==> src/rtl/sdh_irq_pkg.sv <==
package sdh_irq_pkg;

  localparam int REG_W = 32;

  // register byte offsets
  localparam int OFS_CTRL   = 'h00;
  localparam int OFS_BLKSZ  = 'h04;
  localparam int OFS_TMO    = 'h08;
  localparam int OFS_BCNT   = 'h0C;
  localparam int OFS_REMAIN = 'h10;
  localparam int OFS_MASK   = 'h14;
  localparam int OFS_MSTAT  = 'h18;
  localparam int OFS_RSTAT  = 'h1C;
  localparam int OFS_CARD   = 'h20;
  localparam int OFS_DSTAT  = 'h24;

  // raw status bit positions (software decodes these)
  localparam int BIT_NO_RESP   = 1;
  localparam int BIT_CMD_DONE  = 2;
  localparam int BIT_DATA_DONE = 3;
  localparam int BIT_AUTOSTOP  = 14;
  localparam int BIT_SDIO      = 16;
  localparam int BIT_INSERT    = 30;
  localparam int BIT_REMOVE    = 31;

  // control and card status bits
  localparam int CTRL_IRQ_EN_BIT   = 4;
  localparam int CTRL_RST_REQ_W    = 3;
  localparam int CARD_PRESENT_BIT  = 8;

  // DMA status layout
  localparam int DSTAT_TX_BIT  = 0;
  localparam int DSTAT_RX_BIT  = 1;
  localparam int DSTAT_SUM_BIT = 8;
  localparam int DSTAT_CLR_W   = 10;

  typedef enum logic [3:0] {
    SEL_CTRL, SEL_BLKSZ, SEL_TMO, SEL_BCNT, SEL_REMAIN,
    SEL_MASK, SEL_MSTAT, SEL_RSTAT, SEL_CARD, SEL_DSTAT, SEL_NONE
  } reg_sel_e;

endpackage

==> src/rtl/sdh_raw_stat.sv <==
// Raw status bits: each bit is set by an event, dropped by an opposing
// event, or cleared by a write-one; a set always beats a clear.
module sdh_raw_stat #(
  parameter int W = 32
) (
  input  logic         clk,
  input  logic         rst,
  input  logic         clr_we,
  input  logic [W-1:0] clr_bits,
  input  logic [W-1:0] set_bits,
  input  logic [W-1:0] drop_bits,
  output logic [W-1:0] raw
);

  logic [W-1:0] raw_q;

  for (genvar i = 0; i < W; i++) begin : g_bit
    logic kill;
    assign kill = (clr_we & clr_bits[i]) | drop_bits[i];
    always_ff @(posedge clk) begin
      if (rst) begin
        raw_q[i] <= 1'b0;
      end else if (set_bits[i]) begin
        raw_q[i] <= 1'b1;
      end else if (kill) begin
        raw_q[i] <= 1'b0;
      end
    end
  end

  assign raw = raw_q;

endmodule

==> src/rtl/sdh_dma_stat.sv <==
// DMA status word: transfer-direction events set their bit plus the
// summary bit; only the low CLR_W bits can be cleared by writing ones.
module sdh_dma_stat #(
  parameter int W       = 32,
  parameter int CLR_W   = 10,
  parameter int TX_BIT  = 0,
  parameter int RX_BIT  = 1,
  parameter int SUM_BIT = 8
) (
  input  logic             clk,
  input  logic             rst,
  input  logic             clr_we,
  input  logic [CLR_W-1:0] clr_data,
  input  logic             tx_done,
  input  logic             rx_done,
  output logic [W-1:0]     stat
);

  logic [W-1:0] stat_q;
  logic [W-1:0] clr_vec;
  logic [W-1:0] set_vec;

  if (CLR_W < W) begin : g_partial
    assign clr_vec = clr_we ? {{(W-CLR_W){1'b0}}, clr_data} : '0;
  end else begin : g_full
    assign clr_vec = clr_we ? clr_data[W-1:0] : '0;
  end

  always_comb begin
    set_vec          = '0;
    set_vec[TX_BIT]  = tx_done;
    set_vec[RX_BIT]  = rx_done;
    set_vec[SUM_BIT] = tx_done | rx_done;
  end

  always_ff @(posedge clk) begin
    if (rst) begin
      stat_q <= '0;
    end else begin
      stat_q <= (stat_q & ~clr_vec) | set_vec;
    end
  end

  assign stat = stat_q;

endmodule

==> src/rtl/sdh_xfer_cnt.sv <==
// Remaining-transfer counter: load from software, count down per transfer,
// saturate at zero, flag every transfer that ends on zero.
module sdh_xfer_cnt #(
  parameter int CNT_W = 32
) (
  input  logic             clk,
  input  logic             rst,
  input  logic             load,
  input  logic [CNT_W-1:0] load_val,
  input  logic             xfer_vld,
  input  logic [CNT_W-1:0] xfer_bytes,
  output logic [CNT_W-1:0] remain,
  output logic             hit_zero
);

  logic [CNT_W-1:0] remain_q;
  logic             covers;

  assign covers   = (remain_q <= xfer_bytes);
  assign hit_zero = xfer_vld & ~load & covers;

  always_ff @(posedge clk) begin
    if (rst) begin
      remain_q <= '0;
    end else if (load) begin
      remain_q <= load_val;
    end else if (xfer_vld) begin
      remain_q <= covers ? '0 : (remain_q - xfer_bytes);
    end
  end

  assign remain = remain_q;

endmodule

==> src/rtl/sdh_irq_gen.sv <==
// Registered level interrupt: global enable AND any unmasked raw bit.
module sdh_irq_gen #(
  parameter int W = 32
) (
  input  logic         clk,
  input  logic         rst,
  input  logic         enable,
  input  logic [W-1:0] raw,
  input  logic [W-1:0] mask,
  output logic         irq
);

  logic irq_q;

  always_ff @(posedge clk) begin
    if (rst) begin
      irq_q <= 1'b0;
    end else begin
      irq_q <= enable & (|(raw & mask));
    end
  end

  assign irq = irq_q;

endmodule

==> src/rtl/sdh_irq_regs.sv <==
module sdh_irq_regs
  import sdh_irq_pkg::*;
#(
  parameter int              ADDR_W    = 8,
  parameter int              CNT_W     = 32,
  parameter logic [REG_W-1:0] CTRL_RST  = 32'h0000_0300,
  parameter logic [REG_W-1:0] BLKSZ_RST = 32'h0000_0200,
  parameter logic [REG_W-1:0] BCNT_RST  = 32'h0000_0200,
  parameter logic [REG_W-1:0] TMO_RST   = 32'hFFFF_FF40,
  parameter logic [REG_W-1:0] CARD_RST  = 32'h0000_0100
) (
  input  logic              clk,
  input  logic              rst,
  input  logic              reg_we,
  input  logic [ADDR_W-1:0] reg_addr,
  input  logic [REG_W-1:0]  reg_wdata,
  output logic [REG_W-1:0]  reg_rdata,
  input  logic              ev_cmd_done,
  input  logic              ev_no_resp,
  input  logic              ev_data_done,
  input  logic              ev_autostop,
  input  logic              ev_sdio,
  input  logic              ev_card_ins,
  input  logic              ev_card_rem,
  input  logic              ev_dma_tx,
  input  logic              ev_dma_rx,
  input  logic              xfer_vld,
  input  logic [CNT_W-1:0]  xfer_bytes,
  output logic              irq
);

  localparam logic [REG_W-1:0] RST_REQ_MASK = REG_W'((1 << CTRL_RST_REQ_W) - 1);

  reg_sel_e         sel;
  logic [REG_W-1:0] ctrl_q, blksz_q, tmo_q, bcnt_q, mask_q, card_q;
  logic [REG_W-1:0] raw_q, dstat_q, rd_mux, rdata_q;
  logic [REG_W-1:0] ev_set, ev_drop;
  logic [CNT_W-1:0] remain_q;
  logic             bcnt_we, stat_clr_we, dstat_clr_we, xfer_zero;

  // address decode
  always_comb begin
    case (reg_addr)
      ADDR_W'(OFS_CTRL):   sel = SEL_CTRL;
      ADDR_W'(OFS_BLKSZ):  sel = SEL_BLKSZ;
      ADDR_W'(OFS_TMO):    sel = SEL_TMO;
      ADDR_W'(OFS_BCNT):   sel = SEL_BCNT;
      ADDR_W'(OFS_REMAIN): sel = SEL_REMAIN;
      ADDR_W'(OFS_MASK):   sel = SEL_MASK;
      ADDR_W'(OFS_MSTAT):  sel = SEL_MSTAT;
      ADDR_W'(OFS_RSTAT):  sel = SEL_RSTAT;
      ADDR_W'(OFS_CARD):   sel = SEL_CARD;
      ADDR_W'(OFS_DSTAT):  sel = SEL_DSTAT;
      default:             sel = SEL_NONE;
    endcase
  end

  assign bcnt_we      = reg_we & (sel == SEL_BCNT);
  assign stat_clr_we  = reg_we & ((sel == SEL_MSTAT) | (sel == SEL_RSTAT));
  assign dstat_clr_we = reg_we & (sel == SEL_DSTAT);

  // software-owned words
  always_ff @(posedge clk) begin
    if (rst) begin
      ctrl_q  <= CTRL_RST;
      blksz_q <= BLKSZ_RST;
      tmo_q   <= TMO_RST;
      bcnt_q  <= BCNT_RST;
      mask_q  <= '0;
    end else if (reg_we) begin
      case (sel)
        SEL_CTRL:  ctrl_q  <= reg_wdata & ~RST_REQ_MASK;
        SEL_BLKSZ: blksz_q <= reg_wdata;
        SEL_TMO:   tmo_q   <= reg_wdata;
        SEL_BCNT:  bcnt_q  <= reg_wdata;
        SEL_MASK:  mask_q  <= reg_wdata;
        default:   ;
      endcase
    end
  end

  // event merge into raw status; insert outranks remove
  always_comb begin
    ev_set                = '0;
    ev_drop               = '0;
    ev_set[BIT_NO_RESP]   = ev_no_resp;
    ev_set[BIT_CMD_DONE]  = ev_cmd_done;
    ev_set[BIT_DATA_DONE] = ev_data_done | xfer_zero;
    ev_set[BIT_AUTOSTOP]  = ev_autostop;
    ev_set[BIT_SDIO]      = ev_sdio;
    if (ev_card_ins) begin
      ev_set[BIT_INSERT]  = 1'b1;
      ev_drop[BIT_REMOVE] = 1'b1;
    end else if (ev_card_rem) begin
      ev_set[BIT_REMOVE]  = 1'b1;
      ev_drop[BIT_INSERT] = 1'b1;
    end
  end

  // card status word: hardware-owned, writes ignored
  always_ff @(posedge clk) begin
    if (rst) begin
      card_q <= CARD_RST;
    end else if (ev_card_ins) begin
      card_q[CARD_PRESENT_BIT] <= 1'b1;
    end else if (ev_card_rem) begin
      card_q[CARD_PRESENT_BIT] <= 1'b0;
    end
  end

  sdh_raw_stat #(.W(REG_W)) u_raw (
    .clk       (clk),
    .rst       (rst),
    .clr_we    (stat_clr_we),
    .clr_bits  (reg_wdata),
    .set_bits  (ev_set),
    .drop_bits (ev_drop),
    .raw       (raw_q)
  );

  sdh_dma_stat #(
    .W       (REG_W),
    .CLR_W   (DSTAT_CLR_W),
    .TX_BIT  (DSTAT_TX_BIT),
    .RX_BIT  (DSTAT_RX_BIT),
    .SUM_BIT (DSTAT_SUM_BIT)
  ) u_dstat (
    .clk      (clk),
    .rst      (rst),
    .clr_we   (dstat_clr_we),
    .clr_data (reg_wdata[DSTAT_CLR_W-1:0]),
    .tx_done  (ev_dma_tx),
    .rx_done  (ev_dma_rx),
    .stat     (dstat_q)
  );

  sdh_xfer_cnt #(.CNT_W(CNT_W)) u_cnt (
    .clk        (clk),
    .rst        (rst),
    .load       (bcnt_we),
    .load_val   (CNT_W'(reg_wdata)),
    .xfer_vld   (xfer_vld),
    .xfer_bytes (xfer_bytes),
    .remain     (remain_q),
    .hit_zero   (xfer_zero)
  );

  sdh_irq_gen #(.W(REG_W)) u_irq (
    .clk    (clk),
    .rst    (rst),
    .enable (ctrl_q[CTRL_IRQ_EN_BIT]),
    .raw    (raw_q),
    .mask   (mask_q),
    .irq    (irq)
  );

  // registered read path
  always_comb begin
    case (sel)
      SEL_CTRL:   rd_mux = ctrl_q;
      SEL_BLKSZ:  rd_mux = blksz_q;
      SEL_TMO:    rd_mux = tmo_q;
      SEL_BCNT:   rd_mux = bcnt_q;
      SEL_REMAIN: rd_mux = REG_W'(remain_q);
      SEL_MASK:   rd_mux = mask_q;
      SEL_MSTAT:  rd_mux = raw_q & mask_q;
      SEL_RSTAT:  rd_mux = raw_q;
      SEL_CARD:   rd_mux = card_q;
      SEL_DSTAT:  rd_mux = dstat_q;
      default:    rd_mux = '0;
    endcase
  end

  always_ff @(posedge clk) begin
    if (rst) begin
      rdata_q <= '0;
    end else begin
      rdata_q <= rd_mux;
    end
  end

  assign reg_rdata = rdata_q;

endmodule

==> config.mk <==
export PLATFORM = sky130hd
export DESIGN_NAME = sdh_irq_regs
export DESIGN_NICKNAME = d
export VERILOG_FILES = /design/src/rtl/sdh_irq_pkg.sv /design/src/rtl/sdh_raw_stat.sv /design/src/rtl/sdh_dma_stat.sv /design/src/rtl/sdh_xfer_cnt.sv /design/src/rtl/sdh_irq_gen.sv /design/src/rtl/sdh_irq_regs.sv
export SDC_FILE = /design/constraint.sdc
export NUM_CORES = 1
export LEC_CHECK = 0
export ABC_AREA = 1
export BUFFER_PORTS_ARGS = -buffer_cell sky130_fd_sc_hd__buf_4
export CORE_MARGIN = 1
export CORE_UTILIZATION = 47
export CTS_CLUSTER_SIZE = 10
export DETAILED_ROUTE_END_ITERATION = 8
export GPL_TIMING_DRIVEN = 0
export PLACE_DENSITY = 0.65
export REMOVE_ABC_BUFFERS = 1
export SYNTH_ARGS = -nofsm -noshare
export SYNTH_HDL_FRONTEND = slang
export SYNTH_SLANG_ARGS = --single-unit
==> constraint.sdc <==
create_clock -name clk -period 3 [get_ports clk]
set_clock_uncertainty 0.2 [all_clocks]
set_input_delay 0.6 -clock clk [delete_from_list [all_inputs] [get_ports clk]]
set_output_delay 0.6 -clock clk [all_outputs]
set_load 0.03 [all_outputs]
# Yosys cells after proc, flatten, opt, wreduce, memory -nomap -nowiden
# Index checks and enable logic that the tools add are counted.
[word_totals]
elab_cells = 100
reg_bits = 262
output_inout_bits = 33
input_bits = 85
[op_classes]
n_eq_ne = 18
mux = 23
magnitude_cmp = 1
n_addsub = 1
bitwise = 23
reduce_logical = 17
[ops]
columns = ["op", "n"]
rows = [
  ["$pmux 32 s10", 1],
  ["$mux 32", 3],
  ["$and 32x32->32", 2],
  ["$pmux 4 s10", 1],
  ["$eq 8x5->1 const B", 4],
  ["$le 32x32->1", 1],
  ["$not 32->32", 1],
  ["$or 32x9->32", 1],
  ["$reduce_or 32->1", 1],
  ["$sub 32x32->32", 1],
  ["$mux 1", 17],
  ["$eq 4x3->1 const B", 4],
  ["$eq 8x4->1 const B", 2],
  ["$eq 8x6->1 const B", 2],
  ["$reduce_bool 2->1", 8],
  ["$and 1x1->1", 13],
  ["$mux 10", 1],
  ["$reduce_and 2->1", 5],
  ["$eq 4x2->1 const B", 2],
  ["$eq 4x4->1 const B", 2],
  ["$eq 8x3->1 const B", 1],
  ["$logic_not 8->1", 1],
  ["$or 1x1->1", 5],
  ["$eq 4x1->1 const B", 1],
  ["other kinds (3)", 3],
]

# Logic depth before layout (Yosys ltp)
# Gate-level depths: netlist of the first run.
[depth]
word_depth = 9
mapped_depth = 17
depth_no_buf = 16

# Cells and area by module
# A second synthesis of the first run with hierarchy kept.
[unflattened]
hier_cells = 2373
area_unflattened_um2 = 15412.3
[by_module_without_submodules]
columns = ["module", "instances", "cells_each", "seq_area_each_um2", "area_per_inst_um2"]
rows = [
  ["sdh_irq_regs", 1, 1406, 3803.6, 9474.1],
  ["sdh_xfer_cnt", 1, 635, 640.6, 3756.1],
  ["sdh_raw_stat", 1, 198, 640.6, 1372.6],
  ["sdh_dma_stat", 1, 68, 200.2, 544.3],
  ["sdh_irq_gen", 1, 66, 20.0, 265.3],
]

# Worst setup path after synthesis of the first run
# Ideal clock, no wire load.
[synth_timing]
kind = "input port to flip-flop"
start = "input port xfer_bytes[0]"
end = "register u_cnt.remain_q[25] (netlist: u_cnt.remain[25])"
path_slack_ns = 0.506
t_arrival_ns = 2.166
setup_time_ns = 0.128
cell_stages = 16
path_buffers = 1
t_required_ns = 2.672
path_cell_list = "ha_1 inv_1 fa_1 nand3_1 nand3_2 nand2_1 nand2_2 nand2_1 nand2_2 nand2_1 nand2_1 nand3_1 buf_2 nor2_1 nor2_1 nor2_1"
[synth_between]
elab_chain_len = 4
elab_cells_between_ends = 5
classes_between = "add/sub: 1; order compare: 1; mux: 3"
[synth_rtl]
columns = ["item", "line", "text"]
rows = [
  ["start, declared", "sdh_irq_regs.sv:28", "input logic [CNT_W-1:0] xfer_bytes,"],
  ["$sub 32x32->32 / $le 32x32->1 (equally long branches)", "sdh_xfer_cnt.sv:28, sdh_xfer_cnt.sv:19", ""],
  ["$mux 32 *", "sdh_xfer_cnt.sv:28", "remain_q <= covers ? '0 : (remain_q - xfer_bytes);"],
  ["$mux 32 *", "sdh_xfer_cnt.sv:27", "end else if (xfer_vld) begin"],
  ["$mux 32 *", "sdh_xfer_cnt.sv:25", "end else if (load) begin"],
  ["end signal, assigned", "sdh_xfer_cnt.sv:26", "remain_q <= load_val;"],
  ["end signal, assigned", "sdh_xfer_cnt.sv:28", ""],
  ["end, declared", "sdh_xfer_cnt.sv:16", "logic [CNT_W-1:0] remain_q;"],
]
# Mark *: on every way between the ends. The rest lies on a longest branch, timed or not. The select of a mux whose other input is x is not followed.
# A chain may end at the register's enable or synchronous reset.

# Worst setup path in the final report of the first run
[layout_timing]
start = "input port reg_addr[7]"
end = "register tmo_q[11]"
[layout_between]
elab_chain_len = 4
elab_cells_between_ends = 13
classes_between = "eq/ne: 10; mux: 1; reduce/logical: 2"
[layout_rtl]
columns = ["item", "line", "text"]
rows = [
  ["start, declared", "sdh_irq_regs.sv:15", "input logic [ADDR_W-1:0] reg_addr,"],
  ["$eq 8x6->1 (tied with other cells)", "sdh_irq_regs.sv:43", "case (reg_addr)"],
  ["$pmux 4 s10 *", "sdh_irq_regs.sv:43", ""],
  ["$eq 4x2->1 *", "sdh_irq_regs.sv:71", "case (sel)"],
  ["$reduce_and 2->1 (no line) *", "--", ""],
  ["end signal, assigned", "sdh_irq_regs.sv:74", "SEL_TMO: tmo_q <= reg_wdata;"],
  ["end, declared", "sdh_irq_regs.sv:35", "logic [REG_W-1:0] ctrl_q, blksz_q, tmo_q, bcnt_q, mask_q, card_q;"],
]
# Mark *: on every way between the ends. The rest lies on a longest branch, timed or not.

==> reports/metrics.csv, run 1 <==
stage,metric,value,unit
worst_setup_path,CP startpoint,reg_addr[7],
route,drt drc,0,
synth,Syn Std Cell Area,12900,µm²
power_and_ir_drop,Pleak,7.23,nW
worst_setup_path,required time at the worst-slack endpoint,3.24,ns
route,Total Routed Length,43700,µm
timing,Final Cycle Share,96.0,%
clock_network,CTS root buf,clkbuf_16,
worst_setup_path,FF-to-FF Start,u_cnt.remain[24]$_SDFFE_PP0P_,
global_route,vias in the first global route,12100,
synth,Yosys reg bits,240,
cells_and_area,most frequent cells in the layout,"nand2_1, inv_1, dfxtp_1",
floorplanning,Std-Cell Rows,60,
floorplanning,Die X-Extent,168,µm
worst_setup_path,crit path kind,in2reg,
timing,Max Clk Rate,347,MHz
synth,sequential share of the synthesized area,37.3,%
placed_design,GPL Wtd Cong,0.933,
clock_network,H-tree depth,1,
route,DR pass1 iterations,5,
power_and_ir_drop,Worst VDD drop,0.000435,V
placed_design,Inst Count DP,2309,
floorplanning,Die Height,168,µm
synth,area share of the largest cell type after synthesis,37.3,%
power_and_ir_drop,total internal power,0.00528,W
floorplanning,CORE AREA,27000,µm²
global_route,GRT Util Overall,30.3,%
power_and_ir_drop,cell area power density,461,nW/µm²
global_route,initial antenna violation count,2,
cells_and_area,Final nets,2134,
clock_network,CTS tree,done,
worst_setup_path,Critical Path AT,3.12,ns
cells_and_area,fin area,14900,µm²
worst_setup_path,CP max FO,32,
worst_setup_path,Reg2Reg Depth,12,
floorplanning,DIE AREA,28100,µm²
synth,dominant synthesized flop cell,dfxtp_1,
route,post-DR vias/cell,5.41,
clock_network,clock sink count,240,
placed_design,IO Port Bufs,117,
global_route,GRT overflow,0,
cells_and_area,antenna cells,0,
cells_and_area,Final Instance Count excl. Fillers,2363,
worst_setup_path,Max stage delay on crit path,0.76,ns
worst_setup_path,reg2reg end,u_cnt.remain[28]$_SDFFE_PP0P_,
cells_and_area,final core occ,55.4,%
synth,fraction of registers with async set/reset,0,%
worst_setup_path,CP endpoint kind,flip-flop,
timing,Slew @ Worst Pin,1.37,ns
timing,final hold violations,0,
global_route,largest net degree at the start of global routing,94,
power_and_ir_drop,Net Sw Frac,23.2,%
synth,Synth Area in Compound Gates,16.4,%
flow_run,Max-Cap Viols,0,
worst_hold_path,Worst Hold Class,in2reg,
global_route,global-route wire length before repair,66700,µm
power_and_ir_drop,clock share of power,46.9,%
cells_and_area,"most common cell after layout, fill and taps aside",nand2_1,
clock_network,Clock Path Buffers,3,
synth,Post-synth EDFFs,0,
cells_and_area,layout cell share with drive strength beyond 1,12.9,%
timing,"Setup violations, final",0,
clock_network,CTS Hold Bufs,0,
synth,syn_area_per_cell,6.67,µm²
route,routed len/inst,18.5,µm
floorplanning,Initial Util,47.8,%
run_status,status,completed,
synth,Synth Area in Adders,3.26,%
placed_design,hpwl dp,27300,µm
timing,Rel. slew slack,8.34,%
timing,Period minus WS final,2.88,ns
synth,Synth Area in Simple Gates,29.8,%
synth,Syn Inst Count,1932,
route,number of routed nets with antenna violations,0,
clock_network,total clock buffers created by CTS,29,
synth,combinational family with the most area after synthesis,simple AND/OR/NAND/NOR gates,
timing,RSZ-0062 raised after global routing,yes,
timing,Final Slew Violations,0,
synth,cell taking the most area after synthesis,dfxtp_1,
worst_setup_path,FF-to-FF setup slack,0.21,ns
synth,"top cells by area, synth","dfxtp_1, nand2_1, inv_1",
worst_setup_path,cell chain of the critical path,"buf_4, nor2_2, nand3_1, inv_1, nand2_2, nor2_2, inv_1, o211ai_1",
route,DRT iter0 DRCs,1308,
worst_setup_path,Critical Path Start Type,input port,
synth,post-synthesis mux area share,0,%
power_and_ir_drop,Reg power frac,46.7,%
synth,XOR/XNOR Fraction of Synth Area,1.02,%
worst_setup_path,Worst setup endpoint,tmo_q[11]$_SDFFE_PP1P_,
timing,Sum Neg Setup Slack,0,ns
cells_and_area,"Area growth, synth to finish",15.8,%
floorplanning,num ports,118,
synth,Ys Warns,0,
placed_design,DP Area,13900,µm²
route,total number of vias,12800,
worst_setup_path,"Slowest-stage cell, CP",inv_1,
clock_network,worst skew pair latency,0.55,ns
power_and_ir_drop,Sw Pwr,0.00160,W
clock_network,"CTS clk-pin slew, worst paths",0.06,ns
power_and_ir_drop,combinational power share,6.4,%
synth,Cell variety after synth,40,
## power by group through the flow
stage	combinational (W)	sequential (W)	clock, W
3_3_place_gp	0.000413	0.00328	0
4_1_cts	0.000428	0.00321	0.00326
6_report	0.000440	0.00321	0.00322
3_5_place_dp	0.000420	0.00328	0
2_1_floorplan	0.000194	0.00328	0
5_1_grt	0.000475	0.00321	0.00337
## through the flow
stage          worst slack [ns]  hold WS [ns]  total power, W
2_1_floorplan           -0.0751         0.219         0.00347
6_report                  0.120        0.0716         0.00687
5_1_grt                 -0.0180        0.0896         0.00706
4_1_cts                  -0.128        0.0637         0.00690
3_5_place_dp              -1.53         0.242         0.00370
3_3_place_gp              -2.22         0.235         0.00369
## worst max-delay path, delay by kind of cell
kind	cells	cell delay (ns)
buffers and inverters	3	0.98
AO/OA/AOI/OAI	1	0.42
AND/OR/NAND/NOR	4	1.09
## cell usage after synthesis (8+ instances only)
| master | n |
|---|---|
| clkbuf_1 | 43 |
| a22o_1 | 11 |
| dfxtp_1 | 240 |
| inv_1 | 300 |
| buf_6 | 9 |
| nand4_1 | 35 |
| xor2_1 | 15 |
| o21ai_0 | 152 |
| nand3_1 | 75 |
| a21oi_2 | 10 |
| o211ai_1 | 31 |
| o21ai_1 | 11 |
| nor2_1 | 148 |
| ha_1 | 32 |
| nor2_2 | 8 |
| nand2_2 | 16 |
| nor3_1 | 8 |
| buf_1 | 8 |
| nor3_2 | 33 |
| nand2_1 | 528 |
| buf_2 | 22 |
| a21oi_1 | 141 |
## final cells by class
type | instances | area [µm²]
fillers | 2726 | 12000
multi-input cells | 1307 | 6640
flip-flops and latches | 240 | 4800
inverters | 307 | 1170
repair buffers | 131 | 1060
clock buffers | 34 | 764
well taps | 341 | 427
clock inverters | 3 | 67.6
## layer usage
layer  routed length (µm)  GRT usage [%]  vias up
met1                19000           40.5     5926
met4                 1140           8.78        0
li1                     -              -     6319
met2                20200           51.1      472
met5                    0              0        -
met3                 3300           3.52       74
## how the worst min path moves through the flow
stage / from / end / slack (ns) / cells after the start
after global routing: ev_card_rem / u_raw.raw[31]$_SDFFE_PP0P_ / 0.09 / 3
after CTS: ev_card_rem / u_raw.raw[31]$_SDFFE_PP0P_ / 0.06 / 3
after global placement: u_dstat.stat[4]$_SDFF_PP0_ / u_dstat.stat[4]$_SDFF_PP0_ / 0.24 / 2
final: ev_card_rem / u_raw.raw[31]$_SDFFE_PP0P_ / 0.07 / 3
after detailed placement: u_dstat.stat[9]$_SDFF_PP0_ / u_dstat.stat[9]$_SDFF_PP0_ / 0.24 / 2
after floorplan: card_q[8]$_SDFFE_PP1P_ / card_q[8]$_SDFFE_PP1P_ / 0.22 / 2
## sequential cells by signal, indices dropped and copies added (netlist names)
signal	cells
bcnt_q	32
blksz_q	32
card_q	1
ctrl_q	29
mask_q	32
reg_rdata	32
tmo_q	32
u_cnt.remain	32
u_dstat.stat	10
u_irq.irq	1
u_raw.raw	7
## kinds of logic (layout without fill, tap and decap cells)
| group | Yosys count | after routing |
|---|---|---|
| simple gates | 873 | 880 |
| flops | 240 | 240 |
| fa+ha+maj | 33 | 33 |
| buf+inv | 392 | 475 |
| xor+xnor | 15 | 15 |
| compound gates | 379 | 379 |
## timing repair
| action | 4_1_cts | 5_1_grt |
|---|---|---|
| gates cloned | 3 | 4 |
| setup endpoints to repair | 140 | 142 |
| pin swaps | 6 | 5 |
| gates resized for setup | 9 | 9 |
| buffers inserted | 8 | 2 |
(Power assumes the default switching activity.)
==> inputs of run 2 (changes only) <==
MAX_ROUTING_LAYER = met4   (was unset)
==> reports/metrics.csv, run 2 (synthesized netlist as in run 1, its figures left out) <==
stage,metric,value,unit
worst_setup_path,reg2reg end,u_cnt.remain[19]$_SDFFE_PP0P_,
worst_setup_path,CP bufs+invs,4,
cells_and_area,most frequent cells in the layout,"nand2_1, inv_1, dfxtp_1",
placed_design,DP Area,13900,µm²
placed_design,pre-CTS setup slack,-1.72,ns
flow_run,Max-Cap Viols,0,
placed_design,IO Port Bufs,117,
power_and_ir_drop,Pleak,7.20,nW
global_route,global-route wire length before repair,66400,µm
route,post-DR vias/cell,5.46,
global_route,initial antenna violation count,0,
global_route,GRT overflow,0,
power_and_ir_drop,Sw Pwr,0.00159,W
cells_and_area,fin area,14900,µm²
timing,Final WS setup,0.137,ns
timing,Slew @ Worst Pin,1.39,ns
power_and_ir_drop,Reg power frac,48.2,%
route,DRT iter0 DRCs,1297,
worst_setup_path,family with the most delay on the worst path,simple AND/OR/NAND/NOR gates,
route,routed len/inst,18.8,µm
clock_network,Clock Path Buffers,3,
worst_hold_path,Worst Hold Class,in2reg,
timing,Final Cycle Share,95.4,%
clock_network,worst skew pair latency,0.55,ns
clock_network,CTS tree,done,
route,Total Routed Length,44400,µm
cells_and_area,Fillers,2688,
floorplanning,num ports,118,
global_route,vias in the first global route,12100,
clock_network,H-tree depth,1,
cells_and_area,layout cell share with drive strength beyond 1,12.9,%
cells_and_area,final core occ,55.2,%
cells_and_area,Final nets,2136,
timing,final hold violations,0,
power_and_ir_drop,combinational power share,6.6,%
floorplanning,CORE AREA,27000,µm²
timing,Rel. slew slack,7.09,%
floorplanning,Initial Util,47.8,%
worst_setup_path,FF-to-FF setup slack,0.23,ns
clock_network,clock sink count,240,
timing,Period minus WS final,2.86,ns
worst_hold_path,Hold Crit Start,ev_card_rem,
power_and_ir_drop,Net Sw Frac,23.9,%
worst_setup_path,"most used cell, CP",nand2_1,
timing,Final Slew Violations,0,
floorplanning,Die X-Extent,168,µm
route,number of routed nets with antenna violations,0,
power_and_ir_drop,Final Power,0.00666,W
route,total number of vias,12900,
power_and_ir_drop,Worst VDD drop,0.000415,V
worst_setup_path,CP Depth,12,
timing,Fin Hold WS,0.0760,ns
worst_setup_path,CP endpoint kind,flip-flop,
worst_setup_path,CP startpoint,reg_addr[1],
placed_design,hpwl dp,27300,µm
route,drt drc,0,
global_route,largest net degree at the start of global routing,94,
run_status,status,completed,
worst_setup_path,"Slowest-stage cell, CP",nand2_2,
worst_setup_path,Worst setup endpoint,u_cnt.remain[9]$_SDFFE_PP0P_,
worst_setup_path,Reg2Reg Depth,12,
cells_and_area,"Area growth, synth to finish",15.5,%
worst_setup_path,CP max FO,47,
route,DR pass1 iterations,5,
power_and_ir_drop,clock share of power,45.2,%
placed_design,GPL Wtd Cong,0.934,
cells_and_area,antenna cells,0,
floorplanning,Die Height,168,µm
worst_setup_path,cell chain of the critical path,"buf_4, nor2_2, nand2_1, nor2_1, nand2_1, nor2_4, buf_16, inv_4, nand2_2, o21ai_0, inv_1, a21oi_2",
clock_network,CTS root buf,clkbuf_16,
cells_and_area,"most common cell after layout, fill and taps aside",nand2_1,
global_route,GRT Util Overall,31.3,%
worst_setup_path,crit path kind,in2reg,
clock_network,"CTS clk-pin slew, worst paths",0.06,ns
timing,"Setup violations, final",0,
worst_setup_path,Critical Path Start Type,input port,
timing,Max Clk Rate,349,MHz
clock_network,total clock buffers created by CTS,28,
worst_setup_path,FF-to-FF Start,u_cnt.remain[24]$_SDFFE_PP0P_,
worst_setup_path,Critical Path AT,3.05,ns
worst_setup_path,required time at the worst-slack endpoint,3.18,ns
worst_setup_path,Max stage delay on crit path,0.46,ns
power_and_ir_drop,total internal power,0.00507,W
power_and_ir_drop,cell area power density,447,nW/µm²
floorplanning,Std-Cell Rows,60,
floorplanning,DIE AREA,28100,µm²
## run 2: what timing repair did
action | 4_1_cts | 5_1_grt
hold endpoints to repair | 0 | 0
gates resized for setup | 12 | 11
pin swaps | 7 | 3
hold buffers | 0 | 0
setup buffers | 5 | 6
gates cloned | 5 | 4
setup endpoints to repair | 145 | 159
## run 2: cell type report
cell class	instances	area (µm²)	share of cell area (%)
Multi-Input combinational cell	1308	6650	44.7
Tap cell	341	427	2.87
Clock inverter	1	8.76	0.0588
Timing Repair inverter	1	7.51	0.0504
Inverter	307	1180	7.90
Timing Repair Buffer	132	1070	7.17
Clock buffer	32	747	5.02
Sequential cell	240	4800	32.3
## run 2: metrics by stage
stage,setup TNS [ns],instances
after floorplan,-1.19,1847
after global placement,-380.44,2305
after detailed placement,-179.48,2309
after CTS,-1.85,2352
after global routing,-0.00274,2362
final,0,2362
## run 2: layer usage
metal,GRT usage [%],share of wire (%),vias up
li1,-,-,6325
met1,39.2,42,5937
met2,50.7,46,526
met3,3.31,7.1,114
met4,14.3,4.5,0
met5,-,0,-
## run 2: tightest hold or removal path, delay by kind of cell
family / cells / cell delay, ns
and+or+nand+nor: 2 / 0.10
buffers and inverters: 1 / 0.09
## run 2: worst min-delay path by stage
stage	slack, ns	to	cells past startpoint
2_1_floorplan	0.22	card_q[8]$_SDFFE_PP1P_	2
3_3_place_gp	0.24	u_dstat.stat[5]$_SDFF_PP0_	2
3_5_place_dp	0.24	u_dstat.stat[6]$_SDFF_PP0_	2
4_1_cts	0.06	u_raw.raw[31]$_SDFFE_PP0P_	3
5_1_grt	0.09	u_raw.raw[31]$_SDFFE_PP0P_	3
6_report	0.08	u_raw.raw[31]$_SDFFE_PP0P_	3
## run 2: power by group through the flow
stage	registers (W)	clock network [W]	logic, W
floorplan	0.00328	0	0.000194
global placement	0.00328	0	0.000413
detailed placement	0.00328	0	0.000420
CTS	0.00321	0.00305	0.000428
global route	0.00321	0.00316	0.000476
finish	0.00321	0.00301	0.000439
